**src/rtl/dit_pkg.sv**
```systemverilog
package dit_pkg;
  localparam int DATA_W     = 8;
  localparam int ADDR_W     = 4;
  localparam int NUM_TMR    = 2;
  localparam int TMR_STRIDE = 4;

  typedef enum logic [ADDR_W-1:0] {
    RA_T1_CNT_LO = 4'd0,
    RA_T1_CNT_HI = 4'd1,
    RA_T1_LAT_LO = 4'd2,
    RA_T1_LAT_HI = 4'd3,
    RA_T2_CNT_LO = 4'd4,
    RA_T2_CNT_HI = 4'd5,
    RA_T2_LAT_LO = 4'd6,
    RA_T2_LAT_HI = 4'd7,
    RA_CTRL      = 4'd8,
    RA_FLAG      = 4'd9,
    RA_ENABLE    = 4'd10
  } reg_addr_e;

  localparam int BIT_ANY       = 7;
  localparam int BIT_T1        = 6;
  localparam int BIT_T2        = 5;
  localparam int CTRL_T1_CONT  = 6;
  localparam int CTRL_T2_BLOCK = 5;

  function automatic int flag_bit(input int idx);
    return (idx == 0) ? BIT_T1 : BIT_T2;
  endfunction
endpackage

```
**src/rtl/dit_timer.sv**
```systemverilog
module dit_timer #(
  parameter int DATA_W       = 8,
  parameter bit CONT_CAPABLE = 1'b1
) (
  input  logic                  clk,
  input  logic                  rst_n,
  input  logic                  lo_wr,
  input  logic                  hi_wr,
  input  logic [DATA_W-1:0]     wdata,
  input  logic                  cont_mode,
  input  logic                  flag_block,
  output logic [2*DATA_W-1:0]   count,
  output logic [2*DATA_W-1:0]   latch,
  output logic                  expire_set
);
  localparam int CNT_W = 2 * DATA_W;
  localparam logic [CNT_W-1:0] ONE = CNT_W'(1);

  logic [CNT_W-1:0] cnt_q, cnt_n;
  logic [CNT_W-1:0] lat_q, lat_n;
  logic             lat_en;
  logic             fired_q, fired_n;
  logic             reload_q, reload_n;
  logic             at_zero;
  logic             cont_eff;

  assign cont_eff = CONT_CAPABLE & cont_mode;
  assign at_zero  = (cnt_q == '0);
  assign lat_en   = lo_wr | hi_wr;

  always_comb begin
    lat_n      = lat_q;
    cnt_n      = cnt_q;
    fired_n    = fired_q;
    reload_n   = reload_q;
    expire_set = 1'b0;
    if (lo_wr) begin
      lat_n[DATA_W-1:0] = wdata;
    end
    if (hi_wr) begin
      lat_n[CNT_W-1:DATA_W] = wdata;
      cnt_n    = {wdata, lat_q[DATA_W-1:0]};
      fired_n  = 1'b0;
      reload_n = 1'b0;
    end else if (reload_q) begin
      cnt_n    = lat_q;
      reload_n = 1'b0;
    end else begin
      cnt_n = cnt_q - ONE;
      if (at_zero) begin
        fired_n    = 1'b1;
        reload_n   = cont_eff;
        expire_set = !flag_block && (cont_eff || !fired_q);
      end
    end
  end

  always_ff @(posedge clk or negedge rst_n) begin
    if (!rst_n) begin
      cnt_q    <= '0;
      lat_q    <= '0;
      fired_q  <= 1'b1;
      reload_q <= 1'b0;
    end else begin
      cnt_q    <= cnt_n;
      fired_q  <= fired_n;
      reload_q <= reload_n;
      if (lat_en) begin
        lat_q <= lat_n;
      end
    end
  end

  assign count = cnt_q;
  assign latch = lat_q;
endmodule

```
**src/rtl/dit_irq.sv**
```systemverilog
module dit_irq #(
  parameter int NUM_SRC = 2
) (
  input  logic               clk,
  input  logic               rst_n,
  input  logic [NUM_SRC-1:0] set_req,
  input  logic [NUM_SRC-1:0] clr_req,
  input  logic               en_wr,
  input  logic [NUM_SRC-1:0] en_wdata,
  output logic [NUM_SRC-1:0] flags,
  output logic [NUM_SRC-1:0] enables,
  output logic               irq
);
  logic [NUM_SRC-1:0] flag_q, flag_n;
  logic [NUM_SRC-1:0] en_q;
  logic               flag_en;

  always_comb begin
    flag_n  = (flag_q & ~clr_req) | set_req;
    flag_en = |(set_req | clr_req);
  end

  always_ff @(posedge clk or negedge rst_n) begin
    if (!rst_n) begin
      flag_q <= '0;
      en_q   <= '0;
    end else begin
      if (flag_en) begin
        flag_q <= flag_n;
      end
      if (en_wr) begin
        en_q <= en_wdata;
      end
    end
  end

  assign flags   = flag_q;
  assign enables = en_q;
  assign irq     = |(flag_q & en_q);
endmodule

```
**src/rtl/dit_top.sv**
```systemverilog
module dit_top #(
  parameter int DATA_W = dit_pkg::DATA_W,
  parameter int ADDR_W = dit_pkg::ADDR_W
) (
  input  logic              clk,
  input  logic              rst_n,
  input  logic [ADDR_W-1:0] addr,
  input  logic              wr_en,
  input  logic [DATA_W-1:0] wr_data,
  input  logic              rd_en,
  output logic [DATA_W-1:0] rd_data,
  output logic              irq
);
  import dit_pkg::*;

  localparam int CNT_W = 2 * DATA_W;
  localparam int NT    = NUM_TMR;

  logic [1:0]       rst_pipe;
  logic             rst_sync_n;
  logic [NT-1:0]    lo_wr, hi_wr, lo_rd, set_req, clr_req, cont_mode, flag_block;
  logic [NT-1:0]    flags, enables, en_wdata;
  logic [CNT_W-1:0] cnt_arr [NT];
  logic [CNT_W-1:0] lat_arr [NT];
  logic [DATA_W-1:0] ctrl_q;
  logic             ctrl_en, flag_wr, en_wr;
  logic [DATA_W-1:0] flag_byte, en_byte;
  logic [CNT_W-1:0] t1_cnt, t1_lat, t2_cnt;
  logic             t2_block;

  // Reset: asserted asynchronously, released on the clock
  always_ff @(posedge clk or negedge rst_n) begin
    if (!rst_n) begin
      rst_pipe <= '0;
    end else begin
      rst_pipe <= {rst_pipe[0], 1'b1};
    end
  end
  assign rst_sync_n = rst_pipe[1];

  assign ctrl_en = wr_en && (addr == RA_CTRL);
  assign flag_wr = wr_en && (addr == RA_FLAG);
  assign en_wr   = wr_en && (addr == RA_ENABLE);

  always_ff @(posedge clk or negedge rst_sync_n) begin
    if (!rst_sync_n) begin
      ctrl_q <= '0;
    end else if (ctrl_en) begin
      ctrl_q <= wr_data;
    end
  end

  assign cont_mode  = {1'b0, ctrl_q[CTRL_T1_CONT]};
  assign flag_block = {ctrl_q[CTRL_T2_BLOCK], 1'b0};

  genvar gi;
  generate
    for (gi = 0; gi < NT; gi++) begin : g_tmr
      localparam logic [ADDR_W-1:0] LO_A = ADDR_W'(gi * TMR_STRIDE);
      localparam logic [ADDR_W-1:0] HI_A = ADDR_W'(gi * TMR_STRIDE + 1);
      localparam int FB = flag_bit(gi);

      assign lo_wr[gi]    = wr_en && (addr == LO_A);
      assign hi_wr[gi]    = wr_en && (addr == HI_A);
      assign lo_rd[gi]    = rd_en && (addr == LO_A);
      assign clr_req[gi]  = (flag_wr && wr_data[FB]) || lo_rd[gi] || hi_wr[gi];
      assign en_wdata[gi] = wr_data[FB];

      dit_timer #(
        .DATA_W      (DATA_W),
        .CONT_CAPABLE(gi == 0)
      ) u_tmr (
        .clk       (clk),
        .rst_n     (rst_sync_n),
        .lo_wr     (lo_wr[gi]),
        .hi_wr     (hi_wr[gi]),
        .wdata     (wr_data),
        .cont_mode (cont_mode[gi]),
        .flag_block(flag_block[gi]),
        .count     (cnt_arr[gi]),
        .latch     (lat_arr[gi]),
        .expire_set(set_req[gi])
      );
    end
  endgenerate

  dit_irq #(.NUM_SRC(NT)) u_irq (
    .clk     (clk),
    .rst_n   (rst_sync_n),
    .set_req (set_req),
    .clr_req (clr_req),
    .en_wr   (en_wr),
    .en_wdata(en_wdata),
    .flags   (flags),
    .enables (enables),
    .irq     (irq)
  );

  always_comb begin
    flag_byte          = '0;
    en_byte            = '0;
    flag_byte[BIT_ANY] = irq;
    for (int i = 0; i < NT; i++) begin
      flag_byte[flag_bit(i)] = flags[i];
      en_byte[flag_bit(i)]   = enables[i];
    end
  end

  always_comb begin
    case (addr)
      RA_T1_CNT_LO: rd_data = cnt_arr[0][DATA_W-1:0];
      RA_T1_CNT_HI: rd_data = cnt_arr[0][CNT_W-1:DATA_W];
      RA_T1_LAT_LO: rd_data = lat_arr[0][DATA_W-1:0];
      RA_T1_LAT_HI: rd_data = lat_arr[0][CNT_W-1:DATA_W];
      RA_T2_CNT_LO: rd_data = cnt_arr[1][DATA_W-1:0];
      RA_T2_CNT_HI: rd_data = cnt_arr[1][CNT_W-1:DATA_W];
      RA_T2_LAT_LO: rd_data = lat_arr[1][DATA_W-1:0];
      RA_T2_LAT_HI: rd_data = lat_arr[1][CNT_W-1:DATA_W];
      RA_CTRL:      rd_data = ctrl_q;
      RA_FLAG:      rd_data = flag_byte;
      RA_ENABLE:    rd_data = en_byte;
      default:      rd_data = '0;
    endcase
  end

  assign t1_cnt   = cnt_arr[0];
  assign t1_lat   = lat_arr[0];
  assign t2_cnt   = cnt_arr[1];
  assign t2_block = flag_block[1];
endmodule

```
**config.mk**
```make
export PLATFORM = sky130hd
export DESIGN_NAME = dit_top
export DESIGN_NICKNAME = d
export VERILOG_FILES = /design/src/rtl/dit_pkg.sv /design/src/rtl/dit_timer.sv /design/src/rtl/dit_irq.sv /design/src/rtl/dit_top.sv
export SDC_FILE = /design/constraint.sdc
export NUM_CORES = 1
export LEC_CHECK = 0
export BUFFER_PORTS_ARGS = -buffer_cell sky130_fd_sc_hd__buf_2
export CAP_MARGIN = 20
export CELL_PAD_IN_SITES_DETAIL_PLACEMENT = 0
export CELL_PAD_IN_SITES_GLOBAL_PLACEMENT = 1
export CORE_ASPECT_RATIO = 0.8
export CORE_MARGIN = 2
export CORE_UTILIZATION = 38
export CTS_BUF_LIST = sky130_fd_sc_hd__clkbuf_4 sky130_fd_sc_hd__clkbuf_8 sky130_fd_sc_hd__clkbuf_16
export CTS_CLUSTER_DIAMETER = 50
export DETAILED_ROUTE_END_ITERATION = 8
export GPL_ROUTABILITY_DRIVEN = 0
export GPL_TIMING_DRIVEN = 0
export PLACE_DENSITY_LB_ADDON = 0.15
export SLEW_MARGIN = 10
export SYNTH_ARGS = -nofsm -noshare
export SYNTH_HDL_FRONTEND = slang
export SYNTH_SLANG_ARGS = --single-unit
```
**constraint.sdc**
```tcl
create_clock -name clk -period 2.8 [get_ports clk]
set_input_delay 0.14 -clock clk [delete_from_list [all_inputs] [get_ports clk]]
set_output_delay 0.14 -clock clk [all_outputs]
set_load 0.01 [all_outputs]
```
# --- Yosys cells after proc, flatten, opt, wreduce, memory -nomap -nowiden ---
# Cells that the tools add are included.
totals:
  output_inout_bits: 9
  latch_bits: 0
  mem_bits_rw: 0
  word_cells: 82
  ff_bits: 81
  rom_bits: 0
  input_bits: 16
  mem_count: 0
op_classes:
  shift: 0
  bitwise_logic: 7
  mul: 0
  n_lt_le_gt_ge: 0
  eq_ne: 11
  n_reduce_logical: 32
  addsub: 2
  div: 0
  n_mux: 17
ops:
  columns: ["operator", "count"]
  rows:
  - ["$pmux 8 s11", 1]
  - ["$mux 16", 3]
  - ["$logic_not 16->1", 2]
  - ["$sub 16x1->16 const B", 2]
  - ["$eq 4x3->1 const B", 4]
  - ["$mux 1", 13]
  - ["$eq 4x4->1 const B", 3]
  - ["$logic_and 1x1->1", 12]
  - ["$reduce_and 2->1", 5]
  - ["$eq 4x2->1 const B", 2]
  - ["$logic_or 1x1->1", 5]
  - ["$and 2x2->2", 2]
  - ["$eq 4x1->1 const B", 1]
  - ["$logic_not 4->1", 1]
  - ["$or 2x2->2", 2]
  - ["$reduce_bool 2->1", 2]
  - ["$reduce_or 2->1", 2]
  - ["$logic_not 1->1", 3]
  - ["$ne 2x1->1 const B", 1]
  - ["$not 2->2", 1]
  - ["$or 1x1->1", 2]

# --- Depth between registers and ports, before layout ---
depth:
  depth_word: 8
  mapped_depth: 7
  depth_no_buf: 6

# --- By module ---
# A second synthesis with hierarchy kept.
hier_totals:
  hier_cells: 426
  hier_area_um2: 4443.0
by_module_without_submodules:
  columns: ["mod", "cells_per_inst", "area_per_inst_um2", "instances", "seq_area_each_um2"]
  rows:
  - ["dit_timer at g_tmr[0].u_tmr", 143, 1587.8, 1, 852.1]
  - ["dit_timer at g_tmr[1].u_tmr", 136, 1492.7, 1, 827.0]
  - ["dit_top", 136, 1201.2, 1, 250.2]
  - ["dit_irq", 11, 161.4, 1, 100.1]

# --- Least setup slack after synthesis ---
# OpenSTA, ideal clock, no wires.
synth_timing:
  path_kind: "register to register"
  start: "reg g_tmr[1].u_tmr.cnt_q[9]"
  end: "reg g_tmr[1].u_tmr.cnt_q[15]"
  path_slack_ns: 0.966
  n_path_buf: 0
  setup_ns: 0.127
  period_less_slack_ns: 1.834
  stages_incl_launch_ff: 6
  required_time_ns: 2.673
  arrival_time_ns: 1.707
  cell_sequence: "dfrtp_1 -> or3_4 -> or4_4 -> nor4b_4 -> xnor2_1 -> o21ai_2"
synth_via:
  elab_chain_cells: 2
synth_lines:
  columns: ["element", "line_no", "rtl"]
  rows:
  - ["start: declaration", "dit_timer.sv:19", "logic [CNT_W-1:0] cnt_q, cnt_n;"]
  - ["start signal: assignment", "dit_timer.sv:65", "cnt_q <= cnt_n;"]
  - ["$sub 16x1->16", "dit_timer.sv:49", "cnt_n = cnt_q - ONE;"]
  - ["$mux 16", "dit_timer.sv:40", "if (hi_wr) begin"]
  - ["via g_tmr[1].u_tmr.cnt_n[15]", "dit_timer.sv:19", null]
# The timed path passes the listed nets, and every way through them passes these cells.
# A chain may end at the register's enable or synchronous reset.

# --- Worst setup path after layout ---
layout_timing:
  start: "in addr[2]"
  end: "out rd_data[1]"
layout_via:
  elab_chain_cells: 2
  word_cells_on_any_way: 12
  cone_classes: "10 x eq/ne; 1 x mux; 1 x reduce/logical"
layout_lines:
  columns: ["element", "line_no", "rtl"]
  rows:
  - ["start: declaration", "dit_top.sv:7", "input logic [ADDR_W-1:0] addr,"]
  - ["$eq 4x4->1 (tied with other cells)", "dit_top.sv:110", "case (addr)"]
  - ["$pmux 8 s11 *", "dit_top.sv:110", null]
  - ["end: declaration", "dit_top.sv:11", "output logic [DATA_W-1:0] rd_data,"]
# Every way passes the cells marked *; elsewhere a longest branch is shown, timed or not.

==> impl_metrics.py <==
metrics = {
    "placement": {
        "pre_cts_ws_ns": 0.412,
        "portBuffers": 23,
        "dpl.cell_count": 615,
        "dpl.hpwl_um": 9710,
        "placed_area_um2": 4670,
    },
    "yosys": {
        "synth_top_cell_by_area": "dfrtp_1",
        "synth_edf_count": 0,
        "synthTopCellsByArea": "dfrtp_1 46%, mux2_2 6.7%, nand2_1 6.7%",
        "synthTopCellsByCount": "79 x dfrtp_1, 77 x nand2_1, 37 x nor2_1",
        "synth_fp_nets": 467,
        "yosys_warnings": 0,
        "synth_cells": 447,
        "synth.top_cell.area_share": 0.455,
        "seq_area_frac_synth": 0.468,
        "ys_ff_latch": 81,
        "yosys_most_used_dff": "dfrtp_1",
        "synth_cell_types": 56,
        "async_flop_share": 1.00,
        "avgSynthCellArea_um2": 9.71,
        "netlist_area_um2": 4340,
        "yosys.cell_count.top_type": "dfrtp_1",
    },
    "timing": {
        "tightest_slew_ns": 0.831,
        "fin_crit_sh": 0.889,
        "rsz0062_at_grt": "no",
        "drv_slew": 0,
        "setup_ws_ns": 0.310,
        "fin_crit_ns": 2.49,
        "clock.fmax_mhz": 402,
        "max_slew_margin": 0.441,
        "fin_tns_setup_ns": 0,
        "setup_viol": 0,
        "skew_ns": 0.00814,
        "hold_viol_final": 0,
    },
    "setup_path": {
        "critPathTopFamily": "buffers and inverters",
        "endpoint": "rd_data[1]",
        "rrSetupSlack_ns": 0.65,
        "rr_startpoint": "g_tmr[0].u_tmr.count[0]",
        "cpMostUsedCell": "clkbuf_1",
        "critPathMaxFanout": 10,
        "required_ns": 2.66,
        "crit_path_top_delay_cell": "clkbuf_1",
        "path_depth": 8,
        "startpoint_type": "input port",
        "worstPathArrival_ns": 2.35,
        "setup.worst_path.start": "addr[2]",
        "crit_buf_inv": 5,
        "path_class": "input port to output port",
        "rr_endpoint": "g_tmr[0].u_tmr.count[15]",
        "reg2reg_depth": 5,
        "end_kind": "output port",
        "cpPeakStageDelay_ns": 0.57,
        "crit_chain": "buf_2 -> clkbuf_1 -> clkbuf_1 -> clkbuf_1 -> o21ai_0 -> a22oi_1 -> o211ai_1 -> buf_2",
    },
    "job": {
        "drv_cap": 0,
    },
    "routing": {
        "vias": 3590,
        "wl_per_cell_um": 20.4,
        "drc": 0,
        "final_antenna_net_count": 0,
        "routed_wl_um": 12900,
        "drtPass1Iterations": 4,
        "drtIter0Drc": 297,
        "viasPerCell": 5.68,
    },
    "floorplan": {
        "rows": 34,
        "initial_utilization": 0.394,
        "die_y_um": 99.6,
        "die_w_um": 123,
        "core_um2": 11000,
        "ios": 25,
        "dieArea_um2": 12300,
    },
    "final_layout": {
        "area_growth_pct": 15.4,
        "layout.cells.non_filler": 632,
        "nNetsFinal": 503,
        "antenna_cells": 0,
        "fin_area_um2": 5010,
        "drive_above_1_share": 0.178,
        "nFillCells": 1076,
    },
    "global_routing": {
        "grt_pass1_wl_um": 20500,
        "antenna_found_initial": 0,
        "grt_pass1_vias": 3465,
        "grt_overflow": 0,
        "grt.total_usage": 0.227,
        "grt_max_degree": 45,
    },
    "clocking": {
        "cts_resized": 0,
        "cts-buffers-inserted": 9,
        "cts_tree": "done",
        "path_clk_slew_ns": 0.06,
        "cts.htree.levels": 3,
        "clkSinkCount": 81,
        "cts_hold_buf": 1,
        "cts.repair_timing.setup_buffer_count": 0,
        "cts-root-buf": "clkbuf_16",
        "clkLatencyLatePin_ns": 0.35,
        "cts_max_path_buffers": 2,
    },
    "hold_path": {
        "hold_class": "input port to flip-flop",
    },
    "status": {
        "status": "completed",
    },
    "power_and_ir_drop": {
        "ir_worst_vdd_uv": 410,
        "p_total_mw": 4.18,
        "p_leak_nw": 2.13,
        "power_density_nw_per_um2": 835,
    },
}
cell families (layout without fill, tap and decap cells):
group	Yosys count	after routing	share of synthesized area
XOR/XNOR	23	23	0.0464
multiplexers	42	42	0.120
flip-flops	81	81	0.468
AO/OA/AOI/OAI	85	85	0.122
AND/OR/NAND/NOR	181	181	0.204
buffers and inverters	30	71	0.0274
other	1	1	0.000864
adder cells (fa/ha/maj)	4	4	0.0115
registers in the layout, summed over array words and instances (netlist names):
signal,cells
g_tmr.u_tmr.latch,32
g_tmr.u_tmr.reload_q,1
u_irq.flags,2
u_irq.enables,2
rst_pipe,2
g_tmr.u_tmr.fired_q,2
ctrl_q,8
g_tmr.u_tmr.count,32
area by class of cell:
class / count / area [µm²] / area share
well taps: 144 / 180 / 0.0360
flip-flops and latches: 81 / 2030 / 0.406
multi-input cells: 336 / 2190 / 0.438
clock inverters: 6 / 91.3 / 0.0182
clock buffers: 10 / 239 / 0.0477
inverters: 8 / 30.0 / 0.00600
repair buffers: 25 / 153 / 0.0305
plain buffers: 22 / 88.8 / 0.0177
report_power, final:
group / switching (mW) / leakage [nW] / internal, mW / total [mW]
combinational: 0.449 / 0.991 / 0.476 / 0.925
clock: 0.502 / 0.151 / 0.807 / 1.31
sequential: 0.442 / 0.984 / 1.51 / 1.95
total: 1.39 / 2.13 / 2.79 / 4.18
worst min-delay path, cell delays in order:
cell,delay (ns)
buf_2,0.14
nand2_1,0.06
nand2_1,0.04
layout by cell type (no fill, tap or decap), types with 4 or more instances in the layout:
cell type  count
nand3b_1       5
a31oi_1        7
buf_1          4
o21ai_1        4
nand3_1       12
xor2_1         9
mux2_1         6
buf_2         28
a32oi_1        4
a22oi_1        8
xnor2_1       14
o21ai_0       26
dfrtp_1       78
mux4_2         5
nor2b_1        8
nand2b_1       7
mux2i_1        5
inv_1          7
nand2_1       77
a21oi_1       17
ha_1           4
nor3_1        13
mux2_2        26
nor2_1        37
clkbuf_16      9
clkbuf_1      13
through the flow:
| stage | hold WS (ns) | util |
|---|---|---|
| finish | 0.0782 | 0.454 |
| global route | 0.0920 | 0.454 |
| global placement | -0.0748 | 0.421 |
| CTS | 0.0704 | 0.454 |
| floorplan | -0.156 | - |
| detailed placement | -0.0725 | 0.424 |
how the worst min path moves through the flow:
stage | startpoint | to | slack (ns) | cells after the start
2_1_floorplan | rst_n | rst_pipe[0] | -0.16 | 0
3_3_place_gp | rst_n | rst_pipe[0] | -0.07 | 1
3_5_place_dp | rst_n | rst_pipe[0] | -0.07 | 1
4_1_cts | wr_data[2] | g_tmr[0].u_tmr.latch[10] | 0.07 | 3
5_1_grt | wr_data[0] | g_tmr[1].u_tmr.latch[8] | 0.09 | 3
6_report | wr_data[2] | g_tmr[0].u_tmr.latch[10] | 0.08 | 3
metal layers:
layer,vias to the layer above,global-route usage,routed length [µm]
met5,-,0,0
li1,1664,-,-
met4,0,0.0664,189
met1,1812,0.351,6450
met2,99,0.317,5470
met3,15,0.0459,786
Power figures use the tool's default switching activity.
